$ cat src/rtl/can_cmd_irq_unit.sv
module can_cmd_irq_unit #(
  parameter int ADDR_W    = 5,
  parameter int CNT_W     = 6,
  parameter int TXB_FIRST = 16,
  parameter int TXB_LAST  = 28
) (
  input  logic              clk,
  input  logic              rst,
  input  logic              wr_en,
  input  logic              rd_en,
  input  logic [ADDR_W-1:0] addr,
  input  logic [7:0]        wdata,
  output logic [7:0]        rdata,
  output logic              tx_valid,
  input  logic              tx_ready,
  input  logic              rx_begin,
  input  logic              rx_drop,
  input  logic              rx_store,
  input  logic              rx_overrun,
  output logic              rx_release,
  output logic              sw_rst,
  output logic              op_enter,
  output logic              reset_mode,
  output logic              single_filter,
  output logic              irq
);
  localparam logic [ADDR_W-1:0] A_MODE = ADDR_W'(0);
  localparam logic [ADDR_W-1:0] A_CMD  = ADDR_W'(1);
  localparam logic [ADDR_W-1:0] A_STAT = ADDR_W'(2);
  localparam logic [ADDR_W-1:0] A_FLAG = ADDR_W'(3);
  localparam logic [ADDR_W-1:0] A_IEN  = ADDR_W'(4);
  localparam logic [ADDR_W-1:0] A_TXLO = ADDR_W'(TXB_FIRST);
  localparam logic [ADDR_W-1:0] A_TXHI = ADDR_W'(TXB_LAST);
  localparam logic [CNT_W-1:0]  CNT_MAX = '1;

  logic [4:0]       mode_q, mode_n;
  logic [5:1]       st_q, st_n;
  logic [3:0]       flag_q, fl_n;
  logic [7:0]       ien_q, ien_n;
  logic [CNT_W-1:0] cnt_q, cnt_n;
  logic             txv_q, txv_n;
  logic [7:0]       rd_n;
  logic             rel_n, swr_n, ope_n;

  wire has_msg   = (cnt_q != '0);
  wire [7:0] stat_byte = {2'b00, st_q, has_msg};
  wire wr_cmd    = wr_en && (addr == A_CMD);
  wire wr_mode   = wr_en && (addr == A_MODE);
  wire wr_txbuf  = wr_en && (addr >= A_TXLO) && (addr <= A_TXHI);
  wire rx_live   = !mode_q[0];

  always_comb begin
    mode_n = mode_q;
    st_n   = st_q;
    fl_n   = flag_q;
    ien_n  = ien_q;
    cnt_n  = cnt_q;
    txv_n  = txv_q;
    rd_n   = rdata;
    rel_n  = 1'b0;
    swr_n  = 1'b0;
    ope_n  = 1'b0;

    if (rd_en) begin
      case (addr)
        A_MODE:  rd_n = {3'b000, mode_q};
        A_STAT:  rd_n = stat_byte;
        A_FLAG:  rd_n = {4'b0000, flag_q};
        A_IEN:   rd_n = ien_q;
        default: rd_n = 8'h00;
      endcase
      if (addr == A_FLAG) fl_n = {3'b000, has_msg};
    end

    if (wr_en && addr == A_IEN) ien_n = wdata;

    if (wr_cmd) begin
      if (wdata[0] && rx_live && !txv_q) begin
        txv_n   = 1'b1;
        st_n[2] = 1'b0;
        st_n[3] = 1'b0;
      end
      if (wdata[2] && has_msg) begin
        cnt_n = cnt_q - 1'b1;
        rel_n = 1'b1;
        if (cnt_n == '0) fl_n[0] = 1'b0;
      end
      if (wdata[3]) begin
        st_n[1] = 1'b0;
        fl_n[3] = 1'b0;
      end
    end

    if (txv_q && tx_ready) begin
      txv_n   = 1'b0;
      st_n[2] = 1'b1;
      st_n[3] = 1'b1;
      st_n[5] = 1'b0;
      fl_n[1] = 1'b1;
    end

    if (wr_txbuf) st_n[5] = 1'b1;

    if (rx_live) begin
      if (rx_begin) st_n[4] = 1'b1;
      if (rx_drop)  st_n[4] = 1'b0;
      if (rx_overrun) begin
        st_n[1] = 1'b1;
        fl_n[3] = 1'b1;
        st_n[4] = 1'b0;
      end
      if (rx_store) begin
        if (cnt_n != CNT_MAX) cnt_n = cnt_n + 1'b1;
        fl_n[0] = 1'b1;
        st_n[4] = 1'b0;
      end
    end

    if (wr_mode) begin
      mode_n = wdata[4:0];
      if (mode_q[0] && !wdata[0]) ope_n = 1'b1;
      if (!mode_q[0] && wdata[0]) begin
        swr_n   = 1'b1;
        st_n[1] = 1'b0;
        st_n[2] = 1'b1;
        st_n[4] = 1'b1;
        st_n[5] = 1'b1;
        cnt_n   = '0;
      end
    end
  end

  always_ff @(posedge clk) begin
    if (rst) begin
      mode_q     <= 5'h01;
      st_q       <= 5'b11110;
      flag_q     <= '0;
      ien_q      <= '0;
      cnt_q      <= '0;
      txv_q      <= 1'b0;
      rdata      <= '0;
      rx_release <= 1'b0;
      sw_rst     <= 1'b0;
      op_enter   <= 1'b0;
    end else begin
      mode_q     <= mode_n;
      st_q       <= st_n;
      flag_q     <= fl_n;
      ien_q      <= ien_n;
      cnt_q      <= cnt_n;
      txv_q      <= txv_n;
      rdata      <= rd_n;
      rx_release <= rel_n;
      sw_rst     <= swr_n;
      op_enter   <= ope_n;
    end
  end

  assign tx_valid      = txv_q;
  assign reset_mode    = mode_q[0];
  assign single_filter = mode_q[3];
  assign irq           = |(ien_q & {4'b0000, flag_q});
endmodule

$ cat config.mk
export PLATFORM = sky130hd
export DESIGN_NAME = can_cmd_irq_unit
export DESIGN_NICKNAME = d
export VERILOG_FILES = /design/src/rtl/can_cmd_irq_unit.sv
export SDC_FILE = /design/constraint.sdc
export NUM_CORES = 1
export LEC_CHECK = 0
export BUFFER_PORTS_ARGS = -buffer_cell sky130_fd_sc_hd__buf_2
export CAP_MARGIN = 20
export CORE_MARGIN = 2
export CORE_UTILIZATION = 55
export DETAILED_ROUTE_END_ITERATION = 12
export PLACE_DENSITY = 0.84
export SETUP_SLACK_MARGIN = 0.4
export SLEW_MARGIN = 20
export SYNTH_ARGS = -nofsm -noshare
export SYNTH_HDL_FRONTEND = slang
export SYNTH_SLANG_ARGS = --single-unit
$ cat constraint.sdc
create_clock -name clk -period 6.3 [get_ports clk]
set_input_delay 1.89 -clock clk [delete_from_list [all_inputs] [get_ports clk]]
set_output_delay 1.89 -clock clk [all_outputs]
set_load 0.02 [all_outputs]
==> results of run 1 <==
==> cells by family after synthesis <==
group / Yosys count / synth area share
AOI/OAI and AO/OA: 56 / 0.194
buffers and inverters: 14 / 0.0340
xor gates and xnor gates: 2 / 0.00866
and+or+nand+nor: 118 / 0.317
muxes: 8 / 0.0415
DFF: 39 / 0.386
adders and majority gates: 3 / 0.0186
==> layer usage <==
| layer | wire length (um) | global-route usage | up-vias |
|---|---|---|---|
| met3 | 354 | 0.0590 | 12 |
| met1 | 2140 | 0.350 | 925 |
| met5 | 0 | 0 | - |
| li1 | - | - | 939 |
| met4 | 80 | 0.0851 | 0 |
| met2 | 2450 | 0.426 | 90 |
==> stage by stage <==
stage                     instance area, um^2  setup WS [ns]  instances
after floorplan                          2020           1.80        240
after global placement                   2220           1.51        315
after detailed placement                 2220           1.43        315
after CTS                                2350           1.63        323
after global routing                     2350           1.51        323
final                                    2350           1.61        323
==> layout by cell type (no fill, tap or decap), types with 4 or more instances in the layout <==
cell,count
nand3_1,16
dfxtp_1,39
nor2b_1,6
and3_1,4
a21oi_1,29
nor2_1,24
nand2b_1,4
nor3_1,10
clkbuf_8,5
nand2_1,33
mux2i_1,5
inv_1,4
a222oi_1,6
buf_2,36
==> worst max-delay path: cells and delay by family <==
family,cells,cell delay [ns]
AOI/OAI and AO/OA,1,0.20
xor gates and xnor gates,1,0.25
adders and majority gates,1,0.26
buffers and inverters,1,0.12
muxes,1,0.33
and+or+nand+nor,6,1.84
==> power groups by stage <==
stage          registers, W  logic (W)  clock network, W
2_1_floorplan      0.000254  0.0000161                 0
3_3_place_gp       0.000254  0.0000283                 0
3_5_place_dp       0.000254  0.0000288                 0
4_1_cts            0.000248  0.0000290          0.000247
5_1_grt            0.000248  0.0000324          0.000260
6_report           0.000248  0.0000296          0.000247
==> synth_stat cells (2+ instances only) <==
| cell | n |
|---|---|
| a211o_1 | 2 |
| a211oi_1 | 2 |
| a21oi_1 | 29 |
| a222oi_1 | 6 |
| a31oi_1 | 2 |
| and2b_1 | 2 |
| and3_1 | 4 |
| buf_6 | 2 |
| clkbuf_1 | 6 |
| dfxtp_1 | 39 |
| ha_1 | 3 |
| inv_1 | 4 |
| mux2_2 | 3 |
| mux2i_1 | 5 |
| nand2_1 | 33 |
| nand2b_1 | 4 |
| nand3_1 | 16 |
| nor2_1 | 24 |
| nor2b_1 | 6 |
| nor3_1 | 10 |
| nor4_4 | 2 |
| o211ai_1 | 2 |
| o21ai_0 | 2 |
| o21bai_1 | 2 |
| or3_1 | 3 |
==> how the worst max path moves through the flow <==
stage	slack, ns	cells after the start	end
floorplan	1.80	11	cnt_q[4]
global placement	1.51	11	cnt_q[4]
detailed placement	1.43	11	cnt_q[4]
CTS	1.63	11	cnt_q[2]
global route	1.51	11	cnt_q[4]
finish	1.61	11	cnt_q[2]
==> registers in the layout (all words and copies together) (netlist names) <==
| name | count |
|---|---|
| rx_release | 1 |
| st_q | 5 |
| op_enter | 1 |
| mode_q | 5 |
| tx_valid | 1 |
| flag_q | 3 |
| rdata | 8 |
| ien_q | 8 |
| cnt_q | 6 |
| sw_rst | 1 |
==> layout make-up <==
type	instances	area, um^2
clock buffers	6	72.6
well taps	48	60.1
fillers	314	1260
repair buffers	37	188
flip-flops and latches	39	781
clock inverters	2	60.1
inverters	4	15.0
multi-input cells	187	1170
==> metrics.md, run 1 <==
| Metric | Value |
|---|---|
| Status | `completed` |
| Hold Path Class | `reg -> reg` |
| Worst vdd rail ir drop | `0.000146 V` |
| DIE AREA | `4180 um^2` |
| Drt first pass iters | `6` |
| Remaining antenna violation count after routing | `0` |
| DRC errors left | `0` |
| Most common flop cell mapped by yosys | `dfxtp_1` |
| DP Wirelength | `3470 um` |
| CP startpoint | `addr[4]` |
| Fin. Hold Viols | `0` |
| Final min period | `4.69 ns` |
| Post-synth EDFFs | `0` |
| R2R setup slack | `3.00 ns` |
| Clock Latency Late Sink | `0.29 ns` |
| Overall Power | `0.000525 W` |
| Critical path, cell by cell | `buf_2, or3_1, nor2_4, nand2_1, xnor2_1, ha_1, or3b_2, mux2_2, nor4_1, nor3_1, a211oi_1` |
| Worst Path Required | `6.52 ns` |
| Startpoint Class | `input port` |
| Sink Count | `39` |
| Synth-to-Final Area Change | `16.2%` |
| Power Density | `223 nW/um^2` |
| Worst Hold End | `rdata[7]` |
| Crit Path Class | `in -> reg` |
| # port buffers | `36` |
| Worst reg2reg path depth | `12` |
| Final period util | `0.744` |
| Crit. End Element | `register` |
| Initial core utilization | `0.561` |
| Worst rel slew slack | `0.392` |
| Post-CTS sizing | `0` |
| Routability cong. | `0.870` |
| Total CTS buffers | `5` |
| H-tree depth | `2` |
| Clk slew on worst S/H paths | `0.08 ns` |
| Routed vias/inst | `6.09` |
| Root Buffer | `clkbuf_8` |
| Fraction of layout cells with a size suffix above 1 | `0.215` |
| First-pass GRT wire length | `8470 um` |
| Slowest CP cell | `or3_1` |
| Seq cells post-synth | `39` |
| Synthesized area | `2020 um^2` |
| Sequential power share | `0.474` |
| R2R Path Start | `cnt_q[0]` |
| Mean Syn Cell Area | `8.42 um^2` |
| Leak | `0.914 nW` |
| Ys async rst share | `0` |
| Post-CTS setup buffers | `0` |
| Syn nets | `265` |
| Critical Path Max Stage Delay | `0.56 ns` |
| GRT Residual Overflow | `0` |
| Switching pwr | `0.000109 W` |
| Fin. max-slew vios | `0` |
| Setup TNS | `0 ns` |
| Vias in the first global route | `1762` |
| Clk pwr share | `0.470` |
| Hold buffers post-CTS | `0` |
| Comb pwr share | `0.056` |
| Worst Hold Depth | `2` |
| Placement Rows | `22` |
| Core Area | `3610 um^2` |
| Sequential share of the synthesized area | `0.386` |
| Post-synth top area cell | `dfxtp_1` |
| CTS tree | `built` |
| Synth area leaders | `dfxtp_1, a21oi_1, nand2_1` |
| Clock Tree Buf Depth | `2` |
| Worst hold slack | `0.456 ns` |
| Final layout net count | `299` |
| Die Span Y | `64.6 um` |
| Synthesized instance count | `240` |
| Largest net degree at the start of global routing | `32` |
| Crit-path max FO | `7` |
| Initial antenna violation count | `0` |
| Post-synth top area share | `0.386` |
| Clock skew | `0.00761 ns` |
| 1st-iter DRT viols | `193` |
| Drt total wl | `5030 um` |
| Worst r2r dst | `cnt_q[2]` |
| Routed len/inst | `15.6 um` |
| RSZ-0062 raised after global routing | `false` |
| Net Sw Frac | `0.207` |
| Max Cap Viol | `0` |
| Actual slew at the worst max-slew pin | `0.909 ns` |
| Die width | `64.6 um` |
| Via count | `1966` |
| GRT Overall Usage | `0.263` |
| FMAX | `213 MHz` |
| YS warnings | `0` |
| Final setup viols | `0` |
| Hold_sp | `rdata[7]` |
| Netlist cell types | `52` |
| Final core area utilization | `0.651` |
| N_diodes | `0` |
| IO Count | `37` |
| Int Pwr | `0.000416 W` |
| CP Data Arrival Time | `4.90 ns` |
(Power assumes the default switching activity.)
==> run 2, diff against run 1 <==
CORE_UTILIZATION = 50   (was 55)
PLACE_DENSITY = 0.81   (was 0.84)
clock period = 3.95 ns   (was 6.3 ns; I/O delays follow)
==> run 2 against run 1 <==
Critical endpoint is now cnt_q[0]. Largest cell class unchanged. Highest routed layer unchanged. Sequential power up 60%. Non-clock buffer count is 5 higher. Global-route usage fell by 3.3 points. Combinational power rose by 74%. Largest power group unchanged. First-iteration DRC count up 17%. Clock power rose by 39%. Critical path depth did not move. Flip-flop and latch count unchanged. Worst setup slack got worse by 1.1 ns. Register-to-register slack got worse by 2.2 ns.
==> metrics.md, run 2 (synthesis gave the netlist of run 1 again) <==
| Metric | Value |
|---|---|
| Startpoint Class | `input port (unchanged)` |
| Max Cap Viol | `0 (unchanged)` |
| Routability cong. | `0.892 (was 0.870)` |
| Initial antenna violation count | `0 (unchanged)` |
| Vias in the first global route | `1663 (was 1762)` |
| Drt total wl | `5030 um (about the same)` |
| FMAX | `292 MHz` |
| Critical path, cell by cell | `buf_6, or3_4, nor2_4, nand2_2, xnor2_2, ha_2, or3b_4, mux2_4, o41ai_4, or3_1, nand2_1 (was buf_2, or3_1, nor2_4, nand2_1, xnor2_1, ha_1, or3b_2, mux2_2, nor4_1, nor3_1, a211oi_1)` |
| Multi-input gate area | `1210 um^2 (was 1170 um^2)` |
| CP Data Arrival Time | `3.62 ns (was 4.90 ns)` |
| Clock skew | `0.0101 ns (was 0.00761 ns)` |
| Die Span Y | `67.6 um (was 64.6 um)` |
| Sequential Area | `781 um^2 (unchanged)` |
| Status | `completed (unchanged)` |
| Leak | `0.961 nW (was 0.914 nW)` |
| Worst rel slew slack | `0.410 (was 0.392)` |
| H-tree depth | `2 (unchanged)` |
| Fin. max-slew vios | `0 (unchanged)` |
| Synth-to-Final Area Change | `19.9% (was 16.2%)` |
| Routed len/inst | `15.2 um (was 15.6 um)` |
| DIE AREA | `4570 um^2 (was 4180 um^2)` |
| Final min period | `3.42 ns` |
| Largest net degree at the start of global routing | `32 (unchanged)` |
| Power Density | `326 nW/um^2 (was 223 nW/um^2)` |
| First-pass GRT wire length | `7810 um (was 8470 um)` |
| DRC errors left | `0 (unchanged)` |
| Hold Path Class | `reg -> reg (unchanged)` |
| Largest regs | `ien_q (8), rdata (8), cnt_q (6) (unchanged)` |
| Placement Rows | `23 (was 22)` |
| Clock Latency Late Sink | `0.30 ns (was 0.29 ns)` |
| Setup TNS | `0 ns (unchanged)` |
| Worst reg2reg path depth | `12 (unchanged)` |
| Fraction of layout cells with a size suffix above 1 | `0.254 (was 0.215)` |
| IO Count | `37 (unchanged)` |
| Worst Path Required | `4.15 ns (was 6.52 ns)` |
| Final period util | `0.867` |
| Slowest CP cell | `or3_4 (was or3_1)` |
| Drt first pass iters | `5 (was 6)` |
| Final setup viols | `0 (unchanged)` |
| Crit. End Element | `register (unchanged)` |
| Worst Hold Depth | `2 (unchanged)` |
| RSZ-0062 raised after global routing | `false (unchanged)` |
| 1st-iter DRT viols | `225 (was 193)` |
| Actual slew at the worst max-slew pin | `0.884 ns (was 0.909 ns)` |
| Total CTS buffers | `5 (unchanged)` |
| Initial core utilization | `0.513 (was 0.561)` |
| GRT Residual Overflow | `0 (unchanged)` |
| Worst vdd rail ir drop | `0.000231 V (was 0.000146 V)` |
| # port buffers | `36 (unchanged)` |
| Fin. Hold Viols | `0 (unchanged)` |
| DP Wirelength | `3610 um (was 3470 um)` |
| Final layout net count | `304 (was 299)` |
| Most common cell after layout, fill and taps aside | `dfxtp_1 (unchanged)` |
| Hold buffers post-CTS | `0 (unchanged)` |
| Remaining antenna violation count after routing | `0 (unchanged)` |
| Worst hold slack | `0.458 ns (was 0.456 ns)` |
| Clk slew on worst S/H paths | `0.08 ns (about the same)` |
| Sink Count | `39 (unchanged)` |
| Clock Tree Buf Depth | `2 (unchanged)` |
| Root Buffer | `clkbuf_8 (unchanged)` |
| N_diodes | `0 (unchanged)` |
| Most frequent cells in the layout | `dfxtp_1, buf_2, nand2_1, a21oi_1, nor2_1 (unchanged)` |
| CTS tree | `built (unchanged)` |
| Core Area | `3940 um^2 (was 3610 um^2)` |
| Crit Path Class | `in -> reg (unchanged)` |
| Filler Cells Inserted | `335 (was 314)` |
| Crit-path max FO | `5 (was 7)` |
| Routed vias/inst | `5.88 (was 6.09)` |
| Via count | `1941 (was 1966)` |
| GRT Overall Usage | `0.230 (was 0.263)` |
| Critical Path Max Stage Delay | `0.40 ns (was 0.56 ns)` |
| Die width | `67.6 um (was 64.6 um)` |
run 2: changes by cell type in the layout (fill, tap and decap cells not counted), moves of 2 or more:
cell	previous run	this run
buf_4	1	6
buf_6	0	2
mux2_4	0	2
buf_2	36	34
mux2_2	3	1
run 2: final timing paths:
kind | slack [ns] | endpoint | startpoint
max reg2reg | 0.80 | cnt_q[0] | cnt_q[0]
min | 0.46 | st_q[1] | st_q[1]
max | 0.53 | cnt_q[0] | addr[4]
min reg2reg | 0.46 | st_q[1] | st_q[1]
run 2: routing by layer:
metal / track usage / share of wire
met4: 0.0791 / 0.013
met3: 0.0417 / 0.083
met5: 0 / 0
met2: 0.343 / 0.46
met1: 0.331 / 0.45
run 2: layout make-up:
type | count | share of cell area
Multi-Input combinational cell | 187 | 0.499
Sequential cell | 39 | 0.322
Timing Repair Buffer | 42 | 0.0980
Clock buffer | 6 | 0.0341
Tap cell | 50 | 0.0258
Clock inverter | 2 | 0.0144
Inverter | 4 | 0.00619
run 2: report_power, final:
| group | internal (W) | switching, W |
|---|---|---|
| logic | 0.0000188 | 0.0000327 |
| registers | 0.000395 | 0.00000151 |
| clock network | 0.000204 | 0.000139 |
run 2: metrics by stage:
step           area [um^2]   util  setup WS, ns  total power [W]  std cells
2_1_floorplan         2050      -         0.377         0.000431        240
3_3_place_gp          2270  0.575         0.255         0.000453        320
3_5_place_dp          2270  0.575         0.181         0.000454        320
4_1_cts               2390  0.605         0.496         0.000791        328
5_1_grt               2420  0.615         0.395         0.000815        330
6_report              2420  0.615         0.527         0.000791        330
run 2: repair_timing:
action,CTS,global route
buffers inserted,0,2
endpoints found under the setup margin,0,4
endpoints found under the hold margin,0,0
resized for setup,0,6
run 2: critical path, delay by kind of cell:
family          cells  cell delay (ns)
simple gates        6             1.26
xor+xnor            1             0.18
compound gates      1             0.36
buf+inv             1             0.10
mux                 1             0.31
fa+ha+maj           1             0.22
